## config.mk

```make
export PLATFORM = sky130hd
export DESIGN_NAME = sfs_status_unit
export DESIGN_NICKNAME = d
export VERILOG_FILES = /design/src/rtl/sfs_pkg.sv /design/src/rtl/sfs_fifo.sv /design/src/rtl/sfs_level_flag.sv /design/src/rtl/sfs_ctrl_regs.sv /design/src/rtl/sfs_status_unit.sv
export SDC_FILE = /design/constraint.sdc
export NUM_CORES = 1
export LEC_CHECK = 0
export ABC_CLOCK_PERIOD_IN_PS = 5200
export BUFFER_PORTS_ARGS = -buffer_cell sky130_fd_sc_hd__buf_2
export CORE_MARGIN = 2
export CORE_UTILIZATION = 60
export CTS_CLUSTER_SIZE = 8
export DETAILED_ROUTE_END_ITERATION = 12
export PLACE_DENSITY = 0.76
export SLEW_MARGIN = 15
export SYNTH_ARGS = -nofsm -noshare
export SYNTH_HDL_FRONTEND = slang
export SYNTH_SLANG_ARGS = --single-unit
```

## constraint.sdc

```tcl
create_clock -name clk -period 5.2 [get_ports clk]
set_clock_uncertainty 0.2 [all_clocks]
set_input_delay 0.78 -clock clk [delete_from_list [all_inputs] [get_ports clk]]
set_output_delay 0.78 -clock clk [all_outputs]
set_load 0.05 [all_outputs]
```

## src/rtl/sfs_pkg.sv

```systemverilog
package sfs_pkg;

   typedef enum logic [0:0] {
      SFS_ADDR_CTRL = 1'b0,
      SFS_ADDR_OVCL = 1'b1
   } sfs_addr_e;

   localparam int SFS_ST_RNE   = 0;
   localparam int SFS_ST_BUSY  = 1;
   localparam int SFS_ST_TSV   = 2;
   localparam int SFS_ST_RSV   = 3;
   localparam int SFS_ST_OVR   = 4;
   localparam int SFS_ST_LVL   = 8;

   typedef struct packed {
      logic port_en;
      logic rx_ie;
      logic tx_ie;
   } sfs_en_t;

endpackage

```

## src/rtl/sfs_fifo.sv

```systemverilog
module sfs_fifo #(
   parameter int DATA_W    = 16,
   parameter int DEPTH     = 16,
   parameter bit CLR_STORE = 1'b0,
   localparam int PTR_W    = $clog2(DEPTH),
   localparam int CNT_W    = $clog2(DEPTH + 1)
) (
   input  logic              clk,
   input  logic              rst_n,
   input  logic              push,
   input  logic [DATA_W-1:0] din,
   input  logic              pop,
   output logic [DATA_W-1:0] dout,
   output logic [CNT_W-1:0]  count,
   output logic              full,
   output logic              empty,
   output logic              push_drop
);

   if (DEPTH < 2 || (DEPTH & (DEPTH - 1)) != 0) begin : g_bad_depth
      $error("sfs_fifo: DEPTH must be a power of two of at least 2");
   end
   if (DATA_W < 1) begin : g_bad_width
      $error("sfs_fifo: DATA_W must be positive");
   end

   logic [DATA_W-1:0] mem [DEPTH];
   logic [PTR_W-1:0]  wr_ptr_q, rd_ptr_q;
   logic [CNT_W-1:0]  cnt_q;
   logic              push_ok, pop_ok;

   assign full      = (cnt_q == CNT_W'(DEPTH));
   assign empty     = (cnt_q == '0);
   assign pop_ok    = pop & ~empty;
   assign push_ok   = push & (~full | pop);
   assign push_drop = push & full & ~pop;
   assign count     = cnt_q;
   assign dout      = mem[rd_ptr_q];

   if (CLR_STORE) begin : g_store_clr
      always_ff @(posedge clk) begin
         if (!rst_n) begin
            for (int i = 0; i < DEPTH; i++) mem[i] <= '0;
         end else if (push_ok) begin
            mem[wr_ptr_q] <= din;
         end
      end
   end else begin : g_store_plain
      always_ff @(posedge clk) begin
         if (push_ok) mem[wr_ptr_q] <= din;
      end
   end

   always_ff @(posedge clk) begin
      if (!rst_n) begin
         wr_ptr_q <= '0;
         rd_ptr_q <= '0;
         cnt_q    <= '0;
      end else begin
         if (push_ok) wr_ptr_q <= wr_ptr_q + 1'b1;
         if (pop_ok)  rd_ptr_q <= rd_ptr_q + 1'b1;
         unique case ({push_ok, pop_ok})
            2'b10:   cnt_q <= cnt_q + 1'b1;
            2'b01:   cnt_q <= cnt_q - 1'b1;
            default: cnt_q <= cnt_q;
         endcase
      end
   end

endmodule

```

## src/rtl/sfs_level_flag.sv

```systemverilog
module sfs_level_flag #(
   parameter int THR_W       = 4,
   parameter bit AT_OR_ABOVE = 1'b0,
   localparam int CNT_W      = THR_W + 1
) (
   input  logic [CNT_W-1:0] count,
   input  logic [THR_W-1:0] thr,
   output logic             flag
);

   logic [CNT_W-1:0] level;

   assign level = CNT_W'(thr) + CNT_W'(1);

   if (AT_OR_ABOVE) begin : g_fill_side
      assign flag = (count >= level);
   end else begin : g_drain_side
      assign flag = (count <= level);
   end

endmodule

```

## src/rtl/sfs_ctrl_regs.sv

```systemverilog
module sfs_ctrl_regs
   import sfs_pkg::*;
#(
   parameter int REG_W = 16,
   parameter int THR_W = 4
) (
   input  logic             clk,
   input  logic             rst_n,
   input  logic             we,
   input  logic             addr,
   input  logic [REG_W-1:0] wdata,
   input  logic             ovr_set,
   output logic [THR_W-1:0] tx_thr,
   output logic [THR_W-1:0] rx_thr,
   output sfs_en_t          en,
   output logic             ovr
);

   localparam int TIE_BIT = 2 * THR_W;
   localparam int RIE_BIT = TIE_BIT + 1;
   localparam int PEN_BIT = TIE_BIT + 2;

   if (PEN_BIT >= REG_W || SFS_ST_OVR >= REG_W) begin : g_bad_layout
      $error("sfs_ctrl_regs: control fields do not fit in REG_W");
   end

   logic ctrl_wr, ovr_clr;

   assign ctrl_wr = we & (sfs_addr_e'(addr) == SFS_ADDR_CTRL);
   assign ovr_clr = we & (sfs_addr_e'(addr) == SFS_ADDR_OVCL) & wdata[SFS_ST_OVR];

   always_ff @(posedge clk) begin
      if (!rst_n) begin
         tx_thr <= '0;
         rx_thr <= '0;
         en     <= '0;
      end else if (ctrl_wr) begin
         tx_thr     <= wdata[THR_W-1:0];
         rx_thr     <= wdata[2*THR_W-1:THR_W];
         en.tx_ie   <= wdata[TIE_BIT];
         en.rx_ie   <= wdata[RIE_BIT];
         en.port_en <= wdata[PEN_BIT];
      end
   end

   // a new overrun outranks a clear landing in the same cycle
   always_ff @(posedge clk) begin
      if (!rst_n)       ovr <= 1'b0;
      else if (ovr_set) ovr <= 1'b1;
      else if (ovr_clr) ovr <= 1'b0;
   end

endmodule

```

## src/rtl/sfs_status_unit.sv

```systemverilog
module sfs_status_unit
   import sfs_pkg::*;
#(
   parameter int DATA_W    = 16,
   parameter int DEPTH     = 16,
   parameter int REG_W     = 16,
   parameter bit CLR_STORE = 1'b0,
   localparam int THR_W    = $clog2(DEPTH),
   localparam int CNT_W    = $clog2(DEPTH + 1)
) (
   input  logic              clk,
   input  logic              rst_n,
   input  logic              cfg_we,
   input  logic              cfg_addr,
   input  logic [REG_W-1:0]  cfg_wdata,
   input  logic              host_tx_push,
   input  logic [DATA_W-1:0] host_tx_data,
   output logic              tx_not_full,
   input  logic              host_rx_pop,
   output logic [DATA_W-1:0] rx_rd_data,
   input  logic              ser_tx_pop,
   output logic [DATA_W-1:0] ser_tx_data,
   output logic              ser_tx_avail,
   input  logic              ser_rx_push,
   input  logic [DATA_W-1:0] ser_rx_data,
   input  logic              ser_active,
   output logic [REG_W-1:0]  status_word,
   output logic              irq_tx,
   output logic              irq_rx,
   output logic              irq_ovr,
   output logic              dma_tx_req,
   output logic              dma_rx_req
);

   if (CNT_W != THR_W + 1) begin : g_bad_depth
      $error("sfs_status_unit: DEPTH must be a power of two");
   end
   if (SFS_ST_LVL + CNT_W > REG_W) begin : g_bad_status
      $error("sfs_status_unit: transmit level does not fit in status word");
   end

   logic [CNT_W-1:0] tx_cnt, rx_cnt;
   logic             tx_full, tx_empty, tx_drop_unused;
   logic             rx_full_w, rx_empty;
   logic             rx_drop;
   logic [THR_W-1:0] tx_thr, rx_thr;
   sfs_en_t          en_q;
   logic             port_en_q;
   logic             ovr_q;
   logic             tx_svc, rx_svc;

   sfs_fifo #(.DATA_W(DATA_W), .DEPTH(DEPTH), .CLR_STORE(CLR_STORE)) u_tx_fifo (
      .clk       (clk),
      .rst_n     (rst_n),
      .push      (host_tx_push),
      .din       (host_tx_data),
      .pop       (ser_tx_pop),
      .dout      (ser_tx_data),
      .count     (tx_cnt),
      .full      (tx_full),
      .empty     (tx_empty),
      .push_drop (tx_drop_unused)
   );

   sfs_fifo #(.DATA_W(DATA_W), .DEPTH(DEPTH), .CLR_STORE(CLR_STORE)) u_rx_fifo (
      .clk       (clk),
      .rst_n     (rst_n),
      .push      (ser_rx_push),
      .din       (ser_rx_data),
      .pop       (host_rx_pop),
      .dout      (rx_rd_data),
      .count     (rx_cnt),
      .full      (rx_full_w),
      .empty     (rx_empty),
      .push_drop (rx_drop)
   );

   sfs_ctrl_regs #(.REG_W(REG_W), .THR_W(THR_W)) u_regs (
      .clk     (clk),
      .rst_n   (rst_n),
      .we      (cfg_we),
      .addr    (cfg_addr),
      .wdata   (cfg_wdata),
      .ovr_set (rx_drop),
      .tx_thr  (tx_thr),
      .rx_thr  (rx_thr),
      .en      (en_q),
      .ovr     (ovr_q)
   );

   sfs_level_flag #(.THR_W(THR_W), .AT_OR_ABOVE(1'b0)) u_tx_flag (
      .count (tx_cnt),
      .thr   (tx_thr),
      .flag  (tx_svc)
   );

   sfs_level_flag #(.THR_W(THR_W), .AT_OR_ABOVE(1'b1)) u_rx_flag (
      .count (rx_cnt),
      .thr   (rx_thr),
      .flag  (rx_svc)
   );

   assign port_en_q    = en_q.port_en;
   assign tx_not_full  = ~tx_full;
   assign ser_tx_avail = ~tx_empty;

   assign irq_tx     = tx_svc & en_q.tx_ie;
   assign irq_rx     = rx_svc & en_q.rx_ie;
   assign dma_tx_req = tx_svc;
   assign dma_rx_req = rx_svc;
   assign irq_ovr    = ovr_q;

   always_comb begin
      status_word                        = '0;
      status_word[SFS_ST_RNE]            = ~rx_empty;
      status_word[SFS_ST_BUSY]           = ser_active & port_en_q;
      status_word[SFS_ST_TSV]            = tx_svc;
      status_word[SFS_ST_RSV]            = rx_svc;
      status_word[SFS_ST_OVR]            = ovr_q;
      status_word[SFS_ST_LVL +: CNT_W]   = tx_cnt;
   end

endmodule

```

==> flow_metrics.env, run 1 <==
export IMPL_status="completed"
export IMPL_post_cts_buffers=0
export IMPL_arrival_ns=3.24
export IMPL_setup_ws_ns=0.978
export IMPL_synth_edf_count=512
export IMPL_nFillCells=2136
export IMPL_gr_total_overflow=0
export IMPL_worst_pin_slew_ns=1.22
export IMPL_post_place_ws_ns=1.57
export IMPL_worst_endpoint_required_ns=4.22
export IMPL_timing_fmax_ghz=0.237
export IMPL_async_flop_share_pct=0
export IMPL_coreArea_um2=36700
export IMPL_synthDominantAreaCellType="edfxtp_1"
export IMPL_synth_seq_area_share_pct=72.9
export IMPL_layout_worst_path_cycle_share_pct=81.2
export IMPL_cts_buffers=79
export IMPL_cts_tree="yes"
export IMPL_die_w_um=197
export IMPL_p_per_area_nw_per_um2=473
export IMPL_hold_ws_ns=0.243
export IMPL_drv_slew=0
export IMPL_dieArea_um2=38800
export IMPL_first_pass_iters=5
export IMPL_cts_htree_levels=3
export IMPL_hp_start="cfg_wdata[6]"
export IMPL_ys_ff_latch=558
export IMPL_irDropWorstVdd_uv=320
export IMPL_start_util_pct=61.0
export IMPL_synthCells=1040
export IMPL_totalWireLength_um=46300
export IMPL_cp_start_kind="register"
export IMPL_ctsResizeCount=0
export IMPL_synthesis_area_um2=22400
export IMPL_hold_viol_final=0
export IMPL_critPathCapture="ser_tx_data[6]"
export IMPL_drc=0
export IMPL_grt_pass1_vias=11000
export IMPL_synth_area_leaders="edfxtp_1 (69%), mux4_1 (9.5%), mux4_2 (8.0%)"
export IMPL_io_buffers=100
export IMPL_fin_nets=1283
export IMPL_ys_top_cells_by_count="edfxtp_1 (512), mux4_1 (81), mux4_2 (79)"
export IMPL_cp_end_kind="primary output"
export IMPL_antenna_found_initial=4
export IMPL_rsz0062_at_grt="false"
export IMPL_synthFlopType="edfxtp_1"
export IMPL_p_leak_nw=8.56
export IMPL_r2r_cells=10
export IMPL_layout_drive_gt1_share_pct=26.9
export IMPL_wl_per_cell_um=27.3
export IMPL_yosysWarnings=0
export IMPL_die_h_um=197
export IMPL_via_count=10700
export IMPL_clk_path_buf_depth=3
export IMPL_via_per_inst=6.30
export IMPL_cts_sink_count=558
export IMPL_setup_viol=0
export IMPL_fin_setup_tns_ns=0
export IMPL_area_growth_pct=14.5
export IMPL_clkTransAtPathRegs_ns=0.05
export IMPL_yosysUniqueCellTypes=46
export IMPL_rrSetupSlack_ns=2.15
export IMPL_insertion_delay_ns=0.59
export IMPL_period_minus_slack_ns=4.22
export IMPL_reg2reg_from="u_tx_fifo.count[1]$_SDFFE_PN0P_"
export IMPL_synth_area_per_cell_um2=21.5
export IMPL_ios=112
export IMPL_cts_root_buf="clkbuf_16"
export IMPL_max_slew_margin_rel_pct=18.4
export IMPL_initialDrtViolationCount=930
export IMPL_ant_nets=0
export IMPL_crit_fanout=40
export IMPL_crit_type="register to primary output"
export IMPL_grt_start_max_net_pins=65
export IMPL_hp_class="input port to register"
export IMPL_synth_most_common_cell="edfxtp_1"
export IMPL_power_mw=12.1
export IMPL_grt_use_total_pct=24.6
export IMPL_post_dp_hpwl_um=23800
export IMPL_std_cell_rows=70
export IMPL_cts_hold_buf=0
export IMPL_grt_first_pass_wirelength_um=68400
export IMPL_gp_congestion=0.736
export IMPL_drv_cap=0
export IMPL_worst_r2r_endpoint="u_tx_fifo.count[2]$_SDFFE_PN0P_"
export IMPL_synth_top_area_share_pct=68.7
[sequential cells by signal (all words and copies together), names as in the netlist, named ones only]
register,flops
u_rx_fifo.count,5
u_tx_fifo.wr_ptr_q,4
u_regs.tx_thr,4
u_rx_fifo.wr_ptr_q,4
u_regs.en,3
u_regs.ovr,1
u_rx_fifo.mem,256
u_regs.rx_thr,4
u_tx_fifo.count,5
u_tx_fifo.mem,256
u_rx_fifo.rd_ptr_q,4
u_tx_fifo.rd_ptr_q,4
[stage by stage]
step / std cells / cell area (um^2) / util, %
global route: 1693 / 25600 / 69.8
global placement: 1585 / 23400 / 63.8
finish: 1696 / 25600 / 69.8
detailed placement: 1585 / 23400 / 63.8
CTS: 1693 / 25600 / 69.8
floorplan: 1045 / 22400 / -
[routing by layer]
metal  vias up  wire, um  GRT usage (%)  part of all wire [%]
met5         -        46              0                 0.099
met1      5537     17400           30.4                    38
met2       416     24700           43.5                    53
li1       4642         -              -                     -
met3        92      2790           5.00                   6.0
met4         6      1390           9.11                   3.0
[worst min path at each step]
stage / to / cells after the start
final: u_regs.rx_thr[2]$_SDFFE_PN0P_ / 3
after global routing: u_regs.rx_thr[2]$_SDFFE_PN0P_ / 3
after CTS: u_regs.tx_thr[3]$_SDFFE_PN0P_ / 3
after detailed placement: u_regs.en[1]$_SDFFE_PN0P_ / 2
after global placement: u_regs.en[1]$_SDFFE_PN0P_ / 2
after floorplan: u_regs.en[1]$_SDFFE_PN0P_ / 2
[cell usage in the layout, fill, tap and decap left out, types with 6 or more instances in the layout]
cell type	Yosys	routed
conb_1	1	6
nor2b_1	12	12
o21ai_0	10	10
xor2_1	10	10
nand3_1	14	14
nand2_1	35	35
clkbuf_1	19	21
a21boi_0	15	15
buf_4	9	32
nor2_2	0	11
mux4_2	79	79
and2_1	23	23
clkbuf_16	0	83
edfxtp_1	512	512
nor3_2	0	6
xnor2_1	15	15
inv_1	12	12
buf_2	6	100
dfxtp_1	46	41
and3_1	12	11
ha_1	28	28
mux4_1	81	81
[layout make-up]
cell class	instances	area, um^2	area share [%]
timing repair buffer	133	761	2.97
antenna	3	7.51	0.0293
inverter	12	45.0	0.176
multi-input combinational	414	5730	22.4
clock buffer	104	2160	8.42
clock inverter	4	30.0	0.117
tap	468	586	2.29
sequential	558	16300	63.7
[kinds of logic (layout without fill, tap and decap cells)]
kind of cell	after synthesis	after routing	share of synthesized area [%]
DFF	558	558	72.9
muxes	165	165	17.7
and+or+nand+nor	143	143	3.51
buffers and inverters	73	253	1.99
AOI/OAI and AO/OA	47	47	1.39
adders and majority gates	28	28	1.57
xor gates and xnor gates	25	25	0.979
other	1	9	0.0168
[worst max-delay path, stage by stage, from the launching register on]
cell and delay [ns]:
dfxtp_4 0.83, buf_4 0.39, mux4_1 0.60, mux4_2 0.54, buf_2 0.24
[power breakdown]
part           internal (mW)  switching [mW]  leakage [nW]
sequential              5.05           0.226          5.00
clock                   2.84            1.71          1.06
combinational          0.953            1.33          2.50
total                   8.84            3.27          8.56
Note: power is estimated with default switching activity, not from simulation.
==> inputs of run 2 (changes only) <==
- ABC_CLOCK_PERIOD_IN_PS: 5200 -> 4000
- clock period: 5.2 -> 4 ns (I/O delays scaled with it)
==> run 2 against run 1 <==
Sequential share of layout area down 0.23 points. Sequential power increased by 29%. Routed wire length increased by 1.3%. Combinational power is 35% higher. Largest cell class unchanged.
==> flow_metrics.env, run 2 (synthesis results as in run 1) <==
export IMPL_rrSetupSlack_ns=0.93
export IMPL_ant_nets=0
export IMPL_cts_htree_levels=3
export IMPL_clkTransAtPathRegs_ns=0.05
export IMPL_nFillCells=2125
export IMPL_grt_pass1_vias=11200
export IMPL_status="completed"
export IMPL_via_per_inst=6.31
export IMPL_clk_path_buf_depth=3
export IMPL_crit_type="register to primary output"
export IMPL_cp_start_kind="register"
export IMPL_grt_start_max_net_pins=65
export IMPL_worstHoldEndpoint="u_regs.en[2]$_SDFFE_PN0P_"
export IMPL_first_pass_iters=5
export IMPL_timing_fmax_ghz=0.270
export IMPL_irDropWorstVdd_uv=577
export IMPL_mostFrequentLayoutCells="edfxtp_1 (512), buf_2 (100), clkbuf_16 (83)"
export IMPL_drc=0
export IMPL_period_minus_slack_ns=3.71
export IMPL_setup_viol=0
export IMPL_reg_largest_list="u_rx_fifo.mem (256), u_tx_fifo.mem (256)"
export IMPL_worst_pin_slew_ns=1.20
export IMPL_cts_tree="yes"
export IMPL_io_buffers=100
export IMPL_gr_total_overflow=0
export IMPL_area_growth_pct=14.9
export IMPL_layout_worst_path_cycle_share_pct=92.6
export IMPL_hold_viol_final=0
export IMPL_rsz0062_at_grt="false"
export IMPL_cts_root_buf="clkbuf_16"
export IMPL_hold_depth=3
export IMPL_grt_use_total_pct=25.0
export IMPL_antenna_found_initial=8
export IMPL_hp_start="cfg_wdata[10]"
export IMPL_arrival_ns=2.91
export IMPL_drv_slew=0
export IMPL_max_slew_margin_rel_pct=19.9
export IMPL_initialDrtViolationCount=869
export IMPL_fin_nets=1294
export IMPL_drv_cap=0
export IMPL_fin_util_pct=70.1
export IMPL_r2r_cells=10
export IMPL_hp_class="input port to register"
export IMPL_grt_first_pass_wirelength_um=69700
export IMPL_post_cts_buffers=0
export IMPL_layout_drive_gt1_share_pct=27.5
export IMPL_p_per_area_nw_per_um2=616
export IMPL_ctsResizeCount=0
export IMPL_die_w_um=197
export IMPL_crit_fanout=22
export IMPL_gp_congestion=0.738
export IMPL_cts_sink_count=558
export IMPL_wl_per_cell_um=27.6
export IMPL_totalWireLength_um=46900
export IMPL_final_common_cell="edfxtp_1"
export IMPL_cts_buffers=80
export IMPL_insertion_delay_ns=0.59
export IMPL_fin_setup_tns_ns=0
export IMPL_ios=112
export IMPL_std_cell_rows=70
export IMPL_dieArea_um2=38800
export IMPL_reg2reg_from="u_rx_fifo.count[0]$_SDFFE_PN0P_"
export IMPL_cp_end_kind="primary output"
export IMPL_start_util_pct=61.0
export IMPL_via_count=10700
export IMPL_die_h_um=197
export IMPL_p_leak_nw=8.63
export IMPL_post_dp_hpwl_um=24800
export IMPL_worst_r2r_endpoint="u_rx_fifo.count[2]$_SDFFE_PN0P_"
export IMPL_worst_endpoint_required_ns=3.20
export IMPL_coreArea_um2=36700
export IMPL_cts_hold_buf=0
[run 2: cell count changes in the layout (fill, tap and decap cells not counted), sizes merged]
cell / change
clkinv: +1
buf: +10
clkbuf: -5
[run 2: worst max-delay path, stage by stage, from the launching register on]
cell and delay [ns]:
dfxtp_4 0.62, buf_4 0.36, mux4_1 0.59, mux4_2 0.51, buf_2 0.23
[run 2: layout make-up]
| type | instances | area [um^2] | area share (%) |
|---|---|---|---|
| sequential | 558 | 16300 | 63.4 |
| multi-input combinational | 414 | 5710 | 22.2 |
| clock buffer | 99 | 2140 | 8.31 |
| timing repair buffer | 143 | 873 | 3.40 |
| tap | 468 | 586 | 2.28 |
| inverter | 12 | 45.0 | 0.175 |
| clock inverter | 5 | 38.8 | 0.151 |
| antenna | 3 | 7.51 | 0.0292 |
[run 2: where the power goes]
group | switching, mW | internal [mW] | total (mW)
Clock | 2.29 | 3.68 | 5.97
Sequential | 0.217 | 6.56 | 6.78
Combinational | 1.82 | 1.27 | 3.09
[run 2: through the flow]
stage          cells  hold slack (ns)  setup WS, ns  power (mW)  cell area [um^2]
6_report        1702           0.0523         0.294        15.8             25700
5_1_grt         1701           0.0558         0.160        16.4             25700
4_1_cts         1699           0.0326         0.219        16.0             25700
3_5_place_dp    1595            0.265         0.853        9.97             23500
3_3_place_gp    1595            0.249         0.875        9.91             23500
2_1_floorplan   1045            0.239         0.425        9.35             22400
[run 2: worst max path at each step]
stage | startpoint | end | cells past startpoint
3_5_place_dp | register | ser_tx_data[12] | 4
3_3_place_gp | register | ser_tx_data[13] | 4
5_1_grt | register | ser_tx_data[13] | 4
4_1_cts | register | ser_tx_data[12] | 4
6_report | register | ser_tx_data[13] | 4
2_1_floorplan | u_regs.rx_thr[0]$_SDFFE_PN0P_ | irq_rx | 7
[run 2: routing by layer]
| layer | up-vias | share of wire (%) | global-route usage (%) | routed length [um] |
|---|---|---|---|---|
| met5 | - | 0.15 | 0 | 72 |
| met4 | 10 | 2.6 | 8.60 | 1220 |
| met3 | 98 | 6.3 | 6.06 | 2960 |
| met2 | 392 | 53 | 43.9 | 25000 |
| met1 | 5592 | 38 | 30.7 | 17700 |
| li1 | 4646 | - | - | - |
==> inputs of run 3 (changes only) <==
- CORE_ASPECT_RATIO: unset -> 1.5
- CTS_BUF_LIST: unset -> sky130_fd_sc_hd__clkbuf_4
==> run 3 against run 2 <==
Cell area up 0.21%. Worst setup slack worse by 0.088 ns. Clock power is 28% lower.
==> flow_metrics.env, run 3 (synthesis results as in run 1) <==
export IMPL_grtUsageMet3_pct=5.43
export IMPL_drv_slew=0
export IMPL_dieArea_um2=38900
export IMPL_arrival_ns=2.99
export IMPL_std_cell_rows=86
export IMPL_rrSetupSlack_ns=0.86
export IMPL_final_common_cell="edfxtp_1"
export IMPL_rsz0062_at_grt="false"
export IMPL_period_minus_slack_ns=3.79
export IMPL_initialDrtViolationCount=881
export IMPL_ctsResizeCount=0
export IMPL_hold_depth=2
export IMPL_hold_viol_final=0
export IMPL_grt_first_pass_wirelength_um=68400
export IMPL_fin_util_pct=70.0
export IMPL_r2r_cells=11
export IMPL_max_slew_margin_rel_pct=46.5
export IMPL_area_growth_pct=15.2
export IMPL_crit_type="register to primary output"
export IMPL_insertion_delay_ns=0.84
export IMPL_reg_largest_list="u_rx_fifo.mem (256), u_tx_fifo.mem (256)"
export IMPL_combinationalPowerShare_pct=22.2
export IMPL_fin_nets=1398
export IMPL_first_pass_iters=7
export IMPL_power_frac_seq_pct=47.4
export IMPL_start_util_pct=60.8
export IMPL_layout_drive_gt1_share_pct=31.3
export IMPL_drc=0
export IMPL_worst_pin_slew_ns=0.802
export IMPL_via_per_inst=5.89
export IMPL_setup_viol=0
export IMPL_cts_root_buf="clkbuf_4"
export IMPL_cp_end_kind="primary output"
export IMPL_via_count=11200
export IMPL_worstHoldEndpoint="u_rx_fifo.count[2]$_SDFFE_PN0P_"
export IMPL_grtUsageMet2_pct=46.6
export IMPL_die_h_um=240
export IMPL_worst_r2r_endpoint="u_rx_fifo.count[4]$_SDFFE_PN0P_"
export IMPL_cts_sink_count=558
export IMPL_mostFrequentLayoutCells="edfxtp_1 (512), clkbuf_4 (163), buf_2 (100)"
export IMPL_hp_start="rst_n"
export IMPL_p_sw_mw=4.17
export IMPL_drv_cap=0
export IMPL_ant_nets=0
export IMPL_p_int_mw=10.0
export IMPL_p_clk_share_pct=30.4
export IMPL_grtUsageMet1_pct=26.1
export IMPL_gp_congestion=0.717
export IMPL_irDropWorstVdd_uv=400
export IMPL_status="completed"
export IMPL_die_w_um=162
export IMPL_cp_start_kind="register"
export IMPL_grt_pass1_vias=11800
export IMPL_clk_path_buf_depth=3
export IMPL_post_dp_hpwl_um=25100
export IMPL_clkTransAtPathRegs_ns=0.07
export IMPL_cts_tree="yes"
export IMPL_io_buffers=100
export IMPL_ios=112
export IMPL_grt_use_total_pct=24.4
export IMPL_p_leak_nw=8.73
export IMPL_switching_share_pct=29.4
export IMPL_grt_start_max_net_pins=65
export IMPL_gr_total_overflow=0
export IMPL_cts_htree_levels=3
export IMPL_coreArea_um2=36800
export IMPL_totalWireLength_um=46100
export IMPL_fin_setup_tns_ns=0
export IMPL_hp_class="input port to register"
export IMPL_antenna_found_initial=3
export IMPL_layout_worst_path_cycle_share_pct=94.8
export IMPL_timing_fmax_ghz=0.264
export IMPL_wl_per_cell_um=24.3
export IMPL_crit_fanout=32
export IMPL_cts_buffers=121
export IMPL_p_per_area_nw_per_um2=551
export IMPL_gr_max_usage_layer="met2"
export IMPL_reg2reg_from="u_rx_fifo.count[2]$_SDFFE_PN0P_"
export IMPL_worst_endpoint_required_ns=3.20
==> run 3: changes by cell type in the layout (fill, tap and decap cells not counted), sizes merged <==
cell,previous run,this run
clkbuf,99,163
bufinv,0,4
dlygate4sd3,0,59
inv,15,13
clkinv,2,51
buf,143,147
clkinvlp,0,2
==> run 3: worst max-delay path by stage <==
| stage | slack, ns | end | startpoint | cells after the start |
|---|---|---|---|---|
| final | 0.21 | ser_tx_data[13] | register | 4 |
| after global routing | 0.07 | ser_tx_data[12] | register | 4 |
| after floorplan | 0.43 | irq_rx | u_regs.rx_thr[0]$_SDFFE_PN0P_ | 7 |
| after detailed placement | 0.88 | ser_tx_data[13] | register | 4 |
| after CTS | 0.10 | ser_tx_data[13] | register | 4 |
| after global placement | 0.89 | ser_tx_data[9] | register | 4 |
==> run 3: through the flow <==
stage               instances  cell area [um^2]  hold slack (ns)  worst slack (ns)  power (mW)
floorplan                1045             22400            0.239             0.425        9.35
global placement         1613             23600            0.249             0.888        9.89
detailed placement       1613             23600            0.263             0.876        9.95
CTS                      1895             25800           0.0604             0.101        14.3
global route             1898             25800            0.118            0.0700        14.8
finish                   1898             25800            0.130             0.206        14.2
==> run 3: area by class of cell <==
| cell class | count | area [um^2] |
|---|---|---|
| Inverter | 12 | 45.0 |
| Antenna cell | 3 | 7.51 |
| Sequential cell | 558 | 16300 |
| Timing Repair Buffer | 206 | 1510 |
| Clock inverter | 58 | 354 |
| Multi-Input combinational cell | 414 | 5710 |
| Clock buffer | 163 | 1220 |
| Fill cell | 2296 | 11000 |
| Tap cell | 484 | 606 |
==> run 3: per-layer routing <==
metal  vias to the layer above  wire (um)
li1                       4972          -
met5                         -          0
met1                      5706      15700
met2                       417      26400
met3                        92       2720
met4                         0       1250
==> run 3: power groups by stage <==
| stage | combinational [mW] | clock [mW] | sequential [mW] |
|---|---|---|---|
| 3_5_place_dp | 3.06 | 0 | 6.88 |
| 5_1_grt | 3.36 | 4.71 | 6.74 |
| 6_report | 3.15 | 4.32 | 6.72 |
| 4_1_cts | 3.19 | 4.42 | 6.72 |
| 3_3_place_gp | 3.01 | 0 | 6.87 |
| 2_1_floorplan | 2.55 | 0 | 6.80 |
==> run 3: timing repair <==
item	4_1_cts	5_1_grt
hold buffers	59	0
endpoints found under the hold margin	527	0
endpoints found under the setup margin	11	0
setup buffers	2	0
==> run 3: worst max-delay path, stage by stage (launching register included) <==
cell	delay (ns)
dfxtp_4	0.52
buf_12	0.29
mux4_1	0.62
mux4_2	0.50
buf_2	0.23
